<file path="src/rtl/sdi_pkg.sv">
// Package: shared types for the synchronous DCE interface control logic.
// Assumes: nothing beyond a single system clock domain.
package sdi_pkg;
    // Line-forcing configuration for the terminal's control inputs.
    typedef struct packed {
        logic rts_force;
        logic dtr_force;
    } sdi_cfg_t;

    // Idle line level used whenever data is suppressed.
    localparam logic SDI_MARK = 1'b1;
endpackage

</file>
<file path="src/rtl/sdi_tx_ctrl.sv">
// Module: transmit-direction handshake.
// Derives the effective request-to-send and terminal-ready lines, applies the
// test override, registers ready-for-sending, and gates transmit data to mark
// when ready-for-sending is off.
// Assumes: inputs are synchronous to clk.
module sdi_tx_ctrl
    import sdi_pkg::*;
#(
    parameter logic MARK = SDI_MARK
) (
    input  logic     clk,
    input  logic     rst_n,
    input  sdi_cfg_t cfg,
    input  logic     rts,
    input  logic     dtr,
    input  logic     txd,
    input  logic     ovr_en,
    input  logic     ovr_val,
    output logic     rfs_q,
    output logic     txd_q
);
    logic rts_eff;
    logic dtr_eff;
    logic rfs_n;

    // Resolve the effective lines, with the override taking priority.
    always_comb begin
        rts_eff = rts | cfg.rts_force;
        dtr_eff = dtr | cfg.dtr_force;
        if (ovr_en) begin
            rfs_n = ovr_val;
        end else begin
            rfs_n = rts_eff & dtr_eff;
        end
    end

    // Register ready-for-sending and the gated transmit data together.
    always_ff @(posedge clk) begin
        if (!rst_n) begin
            rfs_q <= 1'b0;
            txd_q <= MARK;
        end else begin
            rfs_q <= rfs_n;
            txd_q <= rfs_n ? txd : MARK;
        end
    end

    p_rfs_follow_r2: assert property (@(posedge clk) disable iff (!rst_n)
        ($past(rst_n) && $past(!ovr_en && dtr_eff)) |-> (rfs_q == $past(rts_eff)));

    p_txd_mark_r3: assert property (@(posedge clk) disable iff (!rst_n)
        !rfs_q |-> (txd_q == MARK));

    p_txd_pass_r3: assert property (@(posedge clk) disable iff (!rst_n)
        ($past(rst_n) && rfs_q) |-> (txd_q == $past(txd)));

    p_dtr_hold_r4: assert property (@(posedge clk) disable iff (!rst_n)
        ($past(rst_n) && $past(!dtr_eff && !ovr_en)) |-> !rfs_q);

    p_override_r5: assert property (@(posedge clk) disable iff (!rst_n)
        ($past(rst_n) && $past(ovr_en)) |-> (rfs_q == $past(ovr_val)));
endmodule

</file>
<file path="src/rtl/sdi_rx_ctrl.sv">
// Module: receive-direction carrier detect and data gating.
// Carrier detect is on only with carrier present, receiver synchronized and no
// aggregate alarm. Receive data is held at mark while carrier detect is off.
// Assumes: aggregate status flags are synchronous to clk.
module sdi_rx_ctrl
    import sdi_pkg::*;
#(
    parameter logic MARK = SDI_MARK
) (
    input  logic clk,
    input  logic rst_n,
    input  logic carrier,
    input  logic sync,
    input  logic alarm,
    input  logic rxd,
    output logic dcd_q,
    output logic rxd_q
);
    logic dcd_n;

    // Combine the aggregate health flags into carrier detect.
    always_comb dcd_n = carrier & sync & ~alarm;

    // Register carrier detect and the gated receive data together.
    always_ff @(posedge clk) begin
        if (!rst_n) begin
            dcd_q <= 1'b0;
            rxd_q <= MARK;
        end else begin
            dcd_q <= dcd_n;
            rxd_q <= dcd_n ? rxd : MARK;
        end
    end

    p_alarm_drop_r6: assert property (@(posedge clk) disable iff (!rst_n)
        ($past(rst_n) && $past(alarm || !carrier || !sync)) |-> !dcd_q);

    p_rxd_mark_r7: assert property (@(posedge clk) disable iff (!rst_n)
        !dcd_q |-> (rxd_q == MARK));

    p_rxd_pass_r7: assert property (@(posedge clk) disable iff (!rst_n)
        ($past(rst_n) && dcd_q) |-> (rxd_q == $past(rxd)));
endmodule

</file>
<file path="src/rtl/sdi_status.sv">
// Module: data-set-ready generation.
// Data-set-ready is on in normal operation and off while the bit-error test
// sequence runs.
// Assumes: bert flag is synchronous to clk.
module sdi_status (
    input  logic clk,
    input  logic rst_n,
    input  logic bert,
    output logic dsr_q
);
    // Register data-set-ready from the test-running flag.
    always_ff @(posedge clk) begin
        if (!rst_n) begin
            dsr_q <= 1'b0;
        end else begin
            dsr_q <= ~bert;
        end
    end

    p_dsr_bert_r8: assert property (@(posedge clk) disable iff (!rst_n)
        ($past(rst_n) && $past(bert)) |-> !dsr_q);

    p_dsr_idle_r8: assert property (@(posedge clk) disable iff (!rst_n)
        ($past(rst_n) && $past(!bert)) |-> dsr_q);
endmodule

</file>
<file path="src/rtl/sdi_dce_ctrl.sv">
// Module: top level of the synchronous DCE interface control logic.
// Bundles configuration and connects the transmit handshake, the receive
// gating and the data-set-ready status. All outputs are registered.
// Assumes: all inputs are already synchronized to clk; reset is synchronous.
module sdi_dce_ctrl
    import sdi_pkg::*;
#(
    parameter logic MARK = SDI_MARK
) (
    input  logic clk,
    input  logic rst_n,
    input  logic dte_rts,
    input  logic dte_dtr,
    input  logic dte_txd,
    input  logic agg_rxd,
    input  logic agg_carrier,
    input  logic agg_sync,
    input  logic agg_alarm,
    input  logic bert_active,
    input  logic cfg_rts_force,
    input  logic cfg_dtr_force,
    input  logic test_rfs_en,
    input  logic test_rfs_val,
    output logic dce_rfs,
    output logic dce_dsr,
    output logic dce_dcd,
    output logic agg_txd,
    output logic dte_rxd
);
    sdi_cfg_t cfg;

    // Gather the configuration bits into one bundle.
    always_comb begin
        cfg.rts_force = cfg_rts_force;
        cfg.dtr_force = cfg_dtr_force;
    end

    sdi_tx_ctrl #(.MARK(MARK)) u_tx (
        .clk     (clk),
        .rst_n   (rst_n),
        .cfg     (cfg),
        .rts     (dte_rts),
        .dtr     (dte_dtr),
        .txd     (dte_txd),
        .ovr_en  (test_rfs_en),
        .ovr_val (test_rfs_val),
        .rfs_q   (dce_rfs),
        .txd_q   (agg_txd)
    );

    sdi_rx_ctrl #(.MARK(MARK)) u_rx (
        .clk     (clk),
        .rst_n   (rst_n),
        .carrier (agg_carrier),
        .sync    (agg_sync),
        .alarm   (agg_alarm),
        .rxd     (agg_rxd),
        .dcd_q   (dce_dcd),
        .rxd_q   (dte_rxd)
    );

    sdi_status u_status (
        .clk   (clk),
        .rst_n (rst_n),
        .bert  (bert_active),
        .dsr_q (dce_dsr)
    );

    p_reset_r1: assert property (@(posedge clk)
        $past(!rst_n) |-> (!dce_rfs && !dce_dsr && !dce_dcd && agg_txd == MARK && dte_rxd == MARK));
endmodule

</file>
<file path="config.mk">
export PLATFORM = sky130hd
export DESIGN_NAME = sdi_dce_ctrl
export DESIGN_NICKNAME = d
export VERILOG_FILES = /design/src/rtl/sdi_pkg.sv /design/src/rtl/sdi_tx_ctrl.sv /design/src/rtl/sdi_rx_ctrl.sv /design/src/rtl/sdi_status.sv /design/src/rtl/sdi_dce_ctrl.sv
export SDC_FILE = /design/constraint.sdc
export NUM_CORES = 1
export LEC_CHECK = 0
export CAP_MARGIN = 10
export CORE_AREA = 2 2 39 41
export DETAILED_ROUTE_END_ITERATION = 16
export DIE_AREA = 0 0 41 43
export SLEW_MARGIN = 20
export SYNTH_ARGS = -nofsm -noshare
export SYNTH_HDL_FRONTEND = slang
export SYNTH_SLANG_ARGS = --single-unit
</file>
<file path="constraint.sdc">
create_clock -name clk -period 0.9 [get_ports clk]
set_input_delay 0.09 -clock clk [delete_from_list [all_inputs] [get_ports clk]]
set_output_delay 0.09 -clock clk [all_outputs]
set_load 0.1 [all_outputs]
</file>
==> results of run 1 <==
placed cells by master (no fill, tap or decap):
cell type / n
clkdlybuf4s50_1: 12
nand4b_1: 1
nand2b_1: 1
buf_4: 3
o31ai_1: 1
inv_2: 1
buf_12: 5
clkbuf_1: 1
o41a_1: 1
nor2_1: 1
clkbuf_4: 3
and4b_2: 1
nand3_1: 1
o22ai_1: 1
dfxtp_2: 5
dlymetal6s2s_1: 1
power by group through the flow:
stage	Combinational (mW)	Sequential [mW]	Clock [mW]
6_report	0.205	0.243	0.258
3_5_place_dp	0.206	0.247	0
5_1_grt	0.216	0.243	0.294
3_3_place_gp	0.205	0.247	0
4_1_cts	0.207	0.243	0.276
2_1_floorplan	0.0144	0.317	0
sequential cells by signal (all words and copies together) (netlist names):
register and flops:
u_rx.dcd_q 1, u_tx.txd_q 1, u_status.dsr_q 1, u_tx.rfs_q 1, u_rx.rxd_q 1
metal layers:
layer | vias up | part of all wire [%]
met5 | - | 0
met4 | 0 | 0
met2 | 21 | 37
li1 | 103 | -
met1 | 81 | 43
met3 | 0 | 19
cell families after synthesis:
group,synth area share (%)
flops,61.1
simple gates,21.4
compound gates,15.3
buf+inv,2.29
stage by stage:
stage               hold WS [ps]  setup slack (ps)  instance area [um^2]  utilization (%)
floorplan                    149               184                   170                -
global placement             553              -248                   443             32.0
detailed placement           552              -251                   443             32.0
CTS                          332              2.93                   469             33.9
global route                 213              18.0                   472             34.1
finish                       207              45.3                   472             34.1
how the worst max path moves through the flow:
stage,start,to,slack [ps]
floorplan,u_tx.txd_q,agg_txd,180
global placement,rst_n,u_tx.txd_q,-250
detailed placement,rst_n,u_tx.txd_q,-250
CTS,rst_n,u_tx.txd_q,3
global route,cfg_rts_force,u_tx.rfs_q,20
finish,cfg_dtr_force,u_tx.txd_q,50
worst max-delay path: stages:
cell	delay, ps
clkdlybuf4s50_1	460
o22ai_1	110
o41a_1	310
area by class of cell:
cell class	count	share of cell area, %
flip-flops and latches	5	22.5
clock buffers	4	5.57
inverters	1	0.796
well taps	16	4.24
multi-input cells	8	12.7
repair buffers	21	54.1
==> summary.txt, run 1 <==
Worst hold path
  – Origin of the worst min-delay path: rst_n
  – Min-Delay Endpoint: u_tx.txd_q
  – Worst Hold Class: in -> reg
  – Hold Path Depth: 3

Cells and area
  – Seq. cell area: 106 um^2
  – Fraction of layout instances using a drive strength above 1: 46.2%
  – Ant diodes: 0
  – Syn-to-layout area delta: 188%
  – Nets: 54
  – Footprint of the multi-input gates: 60.1 um^2
  – Layout Cells excl Fill: 55
  – Fill cell count: 135

Outcome
  – Status: finished, final reports clean

Timing
  – Setup TNS: 0 ps
  – Final worst path period need: 855 ps
  – Worst slew pin tran: 236 ps
  – Final Hold Vio Count: 0
  – Final Setup Violations: 0
  – Fmax: 1170 MHz
  – Final Cycle Share: 95.0%
  – RSZ-0062 raised after global routing: no
  – Slew HR: 84.3%
  – Slew Viols, Final: 0

Pwr
  – LEAKAGE: 0.197 nW
  – PwrDens: 1500 nW/um^2
  – Clock share of power: 36.6%
  – Switch Pwr: 0.198 mW
  – Max rail drop VDD: 0.558 mV
  – Gate power share: 29.0%
  – P_int: 0.508 mW
  – Tot Pwr: 0.706 mW
  – Register share of total power: 34.4%
  – Sw Share: 28.1%

Floorplanning
  – Core area: 1380 um^2
  – Die Span Y: 43 um
  – # rows: 14
  – Starting Density: 11.8%
  – Width of the die: 41 um
  – I/O Pins: 19
  – Die area: 1760 um^2

Worst setup path
  – Arrival time worst endpoint: 980 ps
  – Worst setup SP type: input pin
  – Kind of end point of the critical path: register
  – Crit path kind: in -> reg
  – Required time worst endpoint: 1020 ps
  – Critical-path maximum fanout: 2

Routing
  – Vias: 205
  – Vias per cell: 3.73
  – DRC: 0
  – DRT iter0 DRCs: 3
  – TritonRoute pass-1 iters: 4
  – WL final: 520 um
  – Final antenna-violating net count: 0
  – Routed WL per cell: 9.45 um

Logic synthesis
  – Post-synth top area share: 61.1%
  – Count leader, synth: dfxtp_1
  – Largest cells by area after synthesis: dfxtp_1 61%, and4b_2 6.9%, o41a_1 6.9%, nand4b_1 5.3%, o31ai_1 4.6%
  – Ys flop type: dfxtp_1
  – Mean Syn Cell Area: 11.7 um^2
  – #FFs+latches synth: 5
  – Post-synth cell types: 10
  – Synth warn: 0
  – Fraction of registers with async set/reset: 0%
  – Cells after synthesis: 14
  – Post-Syn Area: 164 um^2
  – Seq/Total Area, Yosys: 61.1%
  – Syn nets: 28
  – Area leader, netlist: dfxtp_1
  – Post-synth EDFFs: 0

Run
  – Max_cap viols: 0

GRT
  – Grt peak-use layer: met3
  – Vias in the first global route: 194
  – Global Route Usage Sum: 8.12%
  – Global Route met1 Usage: 8.33%
  – Met3 Use GR: 9.95%
  – First-pass GRT wire length: 814 um
  – Initial antenna violation count: 0
  – Pin count of the biggest net entering global routing: 5
  – GRT Residual Overflow: 0
  – GR Util met2: 7.50%

CTS
  – CTS Root Cell: clkbuf_4
  – Setup Buffers After CTS: 0
  – CTS tree: yes
  – CTS max path bufs: 2
  – # hold bufs at CTS: 0
  – Clock transition at path regs: 40 ps
  – CTS buffer count: 3
  – CTS sink cnt: 5
  – Post-CTS sizing: 0
  – H-tree depth: 1

Place
  – RePlAce Congestion: 0.648
  – Post-DP HPWL: 452 um
  – Cells after DPL: 51
  – # port buffers: 18
Note: power is estimated with default switching activity, not from simulation.
==> run 2: changes to the inputs <==
--- a/config.mk
+++ b/config.mk
@@ -5,7 +5,6 @@
 export SDC_FILE = /design/constraint.sdc
 export NUM_CORES = 1
 export LEC_CHECK = 0
-export CAP_MARGIN = 10
 export CORE_AREA = 2 2 39 41
 export DETAILED_ROUTE_END_ITERATION = 16
 export DIE_AREA = 0 0 41 43
==> results of run 2 <==
The final DEF is identical to that of run 1; final timing and power are the same.
